<file path="config.mk">
export PLATFORM = sky130hd
export DESIGN_NAME = stereo_vol_mute
export DESIGN_NICKNAME = d
export VERILOG_FILES = /design/src/rtl/volctl_pkg.sv /design/src/rtl/volctl_gain_rom.sv /design/src/rtl/volctl_mute_ramp.sv /design/src/rtl/volctl_mac.sv /design/src/rtl/stereo_vol_mute.sv
export SDC_FILE = /design/constraint.sdc
export NUM_CORES = 1
export LEC_CHECK = 0
export BUFFER_PORTS_ARGS = -buffer_cell sky130_fd_sc_hd__buf_2
export CAP_MARGIN = 20
export CORE_MARGIN = 1
export CORE_UTILIZATION = 45
export DETAILED_ROUTE_END_ITERATION = 6
export GPL_TIMING_DRIVEN = 0
export PLACE_DENSITY_LB_ADDON = 0.15
export REMOVE_ABC_BUFFERS = 1
export SLEW_MARGIN = 5
export SYNTH_ARGS = -nofsm -noshare
export SYNTH_HDL_FRONTEND = slang
export SYNTH_SLANG_ARGS = --single-unit
</file>
<file path="constraint.sdc">
create_clock -name clk -period 13.35 [get_ports clk]
set_clock_uncertainty 0.2 [all_clocks]
set_input_delay 4.005 -clock clk [delete_from_list [all_inputs] [get_ports clk]]
set_output_delay 4.005 -clock clk [all_outputs]
set_load 0.01 [all_outputs]
</file>
<file path="src/rtl/volctl_pkg.sv">
package volctl_pkg;

    typedef enum logic [1:0] {
        ST_IDLE,
        ST_GAIN,
        ST_LEFT,
        ST_RIGHT
    } vol_state_e;

    // Linear coefficient for an attenuation code, with frac fractional bits.
    // Uses repeated multiplication by 10^(-1/20) at 32-bit fixed point.
    function automatic int unsigned gain_of(input int n, input int codes, input int frac);
        longint unsigned acc;
        if (n <= 1) return (32'd1 << frac);
        if (n >= codes - 2) return 32'd0;
        acc = 64'd1 << 32;
        for (int i = 1; i < n; i++) begin
            acc = (acc * 64'd891250938 + 64'd500000000) / 64'd1000000000;
        end
        return 32'((acc + (64'd1 << (31 - frac))) >> (32 - frac));
    endfunction

endpackage

</file>
<file path="src/rtl/volctl_gain_rom.sv">
module volctl_gain_rom #(
    parameter int CODE_W    = 6,
    parameter int COEF_FRAC = 15
) (
    input  logic [CODE_W-1:0]  code,
    output logic [COEF_FRAC:0] coef
);
    import volctl_pkg::*;

    localparam int CODES  = 1 << CODE_W;
    localparam int COEF_W = COEF_FRAC + 1;

    logic [COEF_W-1:0] tab [CODES];

    for (genvar g = 0; g < CODES; g++) begin : g_entry
        assign tab[g] = COEF_W'(gain_of(g, CODES, COEF_FRAC));
    end

    assign coef = tab[code];

endmodule

</file>
<file path="src/rtl/volctl_mute_ramp.sv">
module volctl_mute_ramp #(
    parameter int COEF_FRAC = 15,
    parameter int RAMP_LOG2 = 4
) (
    input  logic               clk,
    input  logic               rst_n,
    input  logic               step_en,
    input  logic               mute_req,
    output logic [COEF_FRAC:0] gain
);
    localparam int                   COEF_W = COEF_FRAC + 1;
    localparam logic [COEF_W-1:0]    UNITY  = COEF_W'(1) << COEF_FRAC;
    localparam logic [COEF_W-1:0]    STEP   = UNITY >> RAMP_LOG2;

    logic [COEF_W-1:0] gain_q;
    logic [COEF_W:0]   up_sum;

    assign up_sum = {1'b0, gain_q} + {1'b0, STEP};

    always_ff @(posedge clk or negedge rst_n) begin
        if (!rst_n) begin
            gain_q <= UNITY;
        end else if (step_en) begin
            if (mute_req) begin
                gain_q <= (gain_q >= STEP) ? gain_q - STEP : '0;
            end else begin
                gain_q <= (up_sum >= {1'b0, UNITY}) ? UNITY : up_sum[COEF_W-1:0];
            end
        end
    end

    assign gain = gain_q;

    // the mute factor never exceeds unity
    assert_ramp_bound_R5: assert property (@(posedge clk) disable iff (!rst_n)
        gain_q <= UNITY);

    // a step while muting never raises the factor
    assert_ramp_down_R5: assert property (@(posedge clk) disable iff (!rst_n)
        (step_en && mute_req) |=> gain_q <= $past(gain_q));

    // a step while unmuted never lowers the factor
    assert_ramp_up_R6: assert property (@(posedge clk) disable iff (!rst_n)
        (step_en && !mute_req) |=> gain_q >= $past(gain_q));

endmodule

</file>
<file path="src/rtl/volctl_mac.sv">
module volctl_mac #(
    parameter int DATA_W    = 20,
    parameter int COEF_FRAC = 15
) (
    input  logic signed [DATA_W:0]   op_a,
    input  logic        [COEF_FRAC:0] op_b,
    output logic signed [DATA_W-1:0] result
);
    localparam int PW = DATA_W + COEF_FRAC + 3;
    localparam logic signed [PW-1:0] HALF = PW'(1) <<< (COEF_FRAC - 1);
    localparam logic signed [PW-1:0] MAXV = (PW'(1) <<< (DATA_W - 1)) - PW'(1);
    localparam logic signed [PW-1:0] MINV = -MAXV - PW'(1);

    logic signed [PW-1:0] prod;
    logic signed [PW-1:0] shifted;

    always_comb begin
        prod    = op_a * $signed({1'b0, op_b});
        shifted = (prod + HALF) >>> COEF_FRAC;
        if (shifted > MAXV) begin
            result = MAXV[DATA_W-1:0];
        end else if (shifted < MINV) begin
            result = MINV[DATA_W-1:0];
        end else begin
            result = shifted[DATA_W-1:0];
        end
    end

endmodule

</file>
<file path="src/rtl/stereo_vol_mute.sv">
module stereo_vol_mute #(
    parameter int DATA_W    = 20,
    parameter int CODE_W    = 6,
    parameter int COEF_FRAC = 15,
    parameter int RAMP_LOG2 = 4
) (
    input  logic                     clk,
    input  logic                     rst_n,
    input  logic                     smp_valid,
    input  logic signed [DATA_W-1:0] smp_left,
    input  logic signed [DATA_W-1:0] smp_right,
    input  logic [CODE_W-1:0]        atten_code,
    input  logic                     mute_req,
    output logic                     res_valid,
    output logic signed [DATA_W-1:0] res_left,
    output logic signed [DATA_W-1:0] res_right
);
    import volctl_pkg::*;

    localparam int COEF_W = COEF_FRAC + 1;
    localparam int PAD_W  = DATA_W + 1 - COEF_W;

    vol_state_e state_q, state_d;

    logic                     accept;
    logic [COEF_W-1:0]        table_coef;
    logic [COEF_W-1:0]        mute_gain;
    logic [COEF_W-1:0]        coef_q;
    logic [COEF_W-1:0]        mg_q;
    logic [COEF_W-1:0]        eff_q;
    logic signed [DATA_W-1:0] smp_l_q, smp_r_q, left_hold_q;
    logic signed [DATA_W:0]   mac_a;
    logic [COEF_W-1:0]        mac_b;
    logic signed [DATA_W-1:0] mac_res;

    assign accept = smp_valid && (state_q == ST_IDLE);

    volctl_gain_rom #(.CODE_W(CODE_W), .COEF_FRAC(COEF_FRAC)) u_rom (
        .code (atten_code),
        .coef (table_coef)
    );

    volctl_mute_ramp #(.COEF_FRAC(COEF_FRAC), .RAMP_LOG2(RAMP_LOG2)) u_ramp (
        .clk      (clk),
        .rst_n    (rst_n),
        .step_en  (accept),
        .mute_req (mute_req),
        .gain     (mute_gain)
    );

    volctl_mac #(.DATA_W(DATA_W), .COEF_FRAC(COEF_FRAC)) u_mac (
        .op_a   (mac_a),
        .op_b   (mac_b),
        .result (mac_res)
    );

    // State register
    always_ff @(posedge clk or negedge rst_n) begin
        if (!rst_n) begin
            state_q <= ST_IDLE;
        end else begin
            state_q <= state_d;
        end
    end

    // Next state
    always_comb begin
        state_d = state_q;
        unique case (state_q)
            ST_IDLE:  if (accept) state_d = ST_GAIN;
            ST_GAIN:  state_d = ST_LEFT;
            ST_LEFT:  state_d = ST_RIGHT;
            ST_RIGHT: state_d = ST_IDLE;
        endcase
    end

    // Operand select for the shared multiplier
    always_comb begin
        mac_a = '0;
        mac_b = '0;
        unique case (state_q)
            ST_IDLE:  begin mac_a = '0; mac_b = '0; end
            ST_GAIN:  begin mac_a = $signed({{PAD_W{1'b0}}, coef_q}); mac_b = mg_q; end
            ST_LEFT:  begin mac_a = {smp_l_q[DATA_W-1], smp_l_q}; mac_b = eff_q; end
            ST_RIGHT: begin mac_a = {smp_r_q[DATA_W-1], smp_r_q}; mac_b = eff_q; end
        endcase
    end

    // Datapath and output registers
    always_ff @(posedge clk or negedge rst_n) begin
        if (!rst_n) begin
            coef_q      <= '0;
            mg_q        <= '0;
            eff_q       <= '0;
            smp_l_q     <= '0;
            smp_r_q     <= '0;
            left_hold_q <= '0;
            res_valid   <= 1'b0;
            res_left    <= '0;
            res_right   <= '0;
        end else begin
            res_valid <= 1'b0;
            unique case (state_q)
                ST_IDLE: begin
                    if (accept) begin
                        coef_q  <= table_coef;
                        mg_q    <= mute_gain;
                        smp_l_q <= smp_left;
                        smp_r_q <= smp_right;
                    end
                end
                ST_GAIN:  eff_q       <= mac_res[COEF_W-1:0];
                ST_LEFT:  left_hold_q <= mac_res;
                ST_RIGHT: begin
                    res_left  <= left_hold_q;
                    res_right <= mac_res;
                    res_valid <= 1'b1;
                end
            endcase
        end
    end

    // the result strobe lasts one cycle
    assert_out_pulse_R4: assert property (@(posedge clk) disable iff (!rst_n)
        res_valid |=> !res_valid);

    // results hold between strobes
    assert_out_hold_R4: assert property (@(posedge clk) disable iff (!rst_n)
        !res_valid |-> ($stable(res_left) && $stable(res_right)));

    // the mute factor does not move while a sample is in flight
    assert_busy_ignore_R8: assert property (@(posedge clk) disable iff (!rst_n)
        (state_q != ST_IDLE) |=> $stable(mute_gain));

endmodule

</file>
==> out/qor.csv <==
metric,value,unit
Die W,212,um
"Warnings, synthesis",0,
Setup crit end kind,flip-flop,
Iter 0 DRT Violations,987,
antenna fix cells,0,
synthesized area per cell,8.99,sq um
"EDFF count, synth",0,
Post-Synth XOR/XNOR Area,0.0142,
TNS Setup,0,ns
startpoint types,flip-flop,
TritonRoute pass-1 iters,5,
met2 Track Usage GR,0.455,
first-pass GRT wire length,91.7,mm
hold endpoint,coef_q[15],
setup bufs post-CTS,0,
flip-flop and latch count after synthesis,145,
Layout Cells excl Fill,2820,
Avg WL per Cell,20.0,um
Cells after Synth,2219,
final net count,2722,
GR peak layer,met2,
share of layout cells above drive strength 1,0.118,
clk_lat worst skew,0.45,ns
largest net degree at the start of global routing,113,
Vias/cell,5.50,
largest family of logic cells by synthesized area,adder cells,
simple-gate share of the synthesized area,0.131,
required time worst endpoint,13.43,ns
Num CTS Buffers,17,
Post-DP HPWL,44.9,mm
core area,0.0434,sq mm
Sink Count,145,
compound-cell area share of the yosys netlist,0.122,
outcome,completed,
top fanout value on the critical path,62,
Synth area leader,fa_1,
area growth from synthesis to layout,7.87,%
Die H,212,um
Synth Area in Adders,0.404,
Least-Margin Pin Slew,1.36,ns
asr flop ratio synth,1.00,
FP Rows,76,
Clock transition at path regs,0.07,ns
vias in the first global route,16700,
met3 Use GR,0.0260,
setup ws final,3.44,ns
gpl congestion,0.925,
RR Endpoint,res_right[13],
initial antenna violation count,0,
Cells after DPL,2787,
Post-route DRC,0,
GR Overflow Total,0,
PostCTS Resize Cnt,0,
H-tree Lvls,4,
largest cells by area after synthesis,"fa_1, dfrtp_1, inv_1",
DRT Wirelength,56.4,mm
CTS max path bufs,2,
RSZ-0062 raised after global routing,false,
Slew Limit Fails,0,
Max-Cap Viols,0,
mapped cell area,0.0199,sq mm
Worst Path Arrival,9.99,ns
post-route clock period utilization,0.742,
ys flop type,dfrtp_1,
Slew headroom,0.0909,
Finish-stage setup viols,0,
worst min-delay path class,flip-flop to flip-flop,
R2R depth,24,
routed vias,15500,
worst reg2reg startpoint,state_q[1],
Root Driver,clkbuf_16,
HP Start,coef_q[15],
global-route usage over all layers,0.267,
Initial Util,0.460,
Fmax achieved,101,MHz
GR Util met1,0.358,
Die Area,0.0452,sq mm
Port Buffer Count,90,
pre-CTS WS,3.53,ns
final hold slack,0.280,ns
hold buffer count at cts,0,
register area share after synthesis,0.182,
min cycle time layout,9.91,ns
Post-DRT Antenna Nets,0,
Fin. Hold Viols,0,
CTS tree,done,
mux cell area share after synthesis,0.0372,
hold path depth,2,
WS Path Type,flip-flop to flip-flop,
flop-to-flop setup slack,3.44,ns
Synth top area share,0.325,
I/O pin count,91,
"Distinct cells, synth",71,
cell families after synthesis:
| group | after synthesis |
|---|---|
| compound gates | 326 |
| buf+inv | 568 |
| simple gates | 636 |
| flops | 145 |
| fa+ha+maj | 450 |
| xor+xnor | 28 |
| mux | 66 |
per-stage QoR:
stage,cell area (sq um),utilization
after global placement,20600,0.475
after global routing,21500,0.496
after detailed placement,20900,0.481
final,21500,0.496
after floorplan,19400,-
after CTS,21500,0.496
flip-flops by register name (all words and copies together) (netlist names):
register     count
left_hold_q     20
res_left        20
res_right       20
smp_l_q         20
smp_r_q         20
coef_q          16
eff_q           16
mg_q             5
u_ramp.gain      5
state_q          2
res_valid        1
synth_stat cells, types with 21 or more instances:
cell type / instances
a211oi_1: 21
a21oi_1: 63
clkbuf_1: 94
dfrtp_1: 144
fa_1: 324
ha_1: 126
inv_1: 447
mux2_2: 64
nand2_1: 276
nor2_1: 258
o21ai_0: 66
o221ai_1: 35
layout make-up:
type                            count  area [sq um]
Multi-Input combinational cell   1506         14200
Timing Repair Buffer              104           672
Sequential cell                   145          3630
Inverter                          448          1680
Clock buffer                       17           425
Tap cell                          585           732
Fill cell                        4195         21900
Clock inverter                     15           215
layout by cell type, fill, tap and decap left out, types with 11 or more instances in the layout:
cell	synthesis	final
a211oi_1	21	21
a21oi_1	63	63
a31oi_1	12	12
and2_1	12	11
buf_2	1	89
clkbuf_16	0	17
dfrtp_1	144	144
fa_1	324	324
ha_1	126	122
inv_1	447	447
mux2_2	64	64
nand2_1	276	275
nand3_1	17	17
nor2_1	258	258
nor3_1	19	19
o211ai_1	13	13
o21ai_0	66	65
o221ai_1	35	35
or2_2	19	19
xnor2_1	14	14
xor2_1	12	12
worst max path at each step:
stage / startpoint / endpoint / slack (ns)
floorplan: state_q[1] / res_right[0] / 3.96
global placement: state_q[1] / res_right[2] / 1.12
detailed placement: state_q[1] / res_right[13] / 3.53
CTS: state_q[1] / res_right[13] / 3.48
global route: state_q[1] / res_right[13] / 2.87
finish: state_q[1] / res_right[13] / 3.44
metal layers:
layer	share of wire	wire [um]	vias to the layer above
met3	0.046	2610	98
li1	-	-	6993
met2	0.49	27800	460
met1	0.43	24200	7966
met4	0.032	1780	0
met5	0	0	-
critical path: stages (launching register included):
cell and delay, ns:
dfrtp_1 0.44, ha_4 0.40, buf_16 0.30, or2_2 0.69
nand2_1 0.78, nor2_1 0.39, inv_1 0.10, fa_1 0.57
fa_1 0.42, inv_1 0.39, fa_1 0.53, fa_1 0.51
fa_1 0.49, inv_1 0.05, fa_1 0.47, inv_1 0.04
ha_1 0.38, nand2_1 0.10, o21ai_0 0.45, nand2b_1 0.17
o221a_2 0.30, o31a_1 0.10, and2_1 0.32, o31ai_2 0.85
a311oi_1 0.21
Power is not shown: default switching activity piles up to over one toggle a cycle in this logic, so the estimate is an artifact.
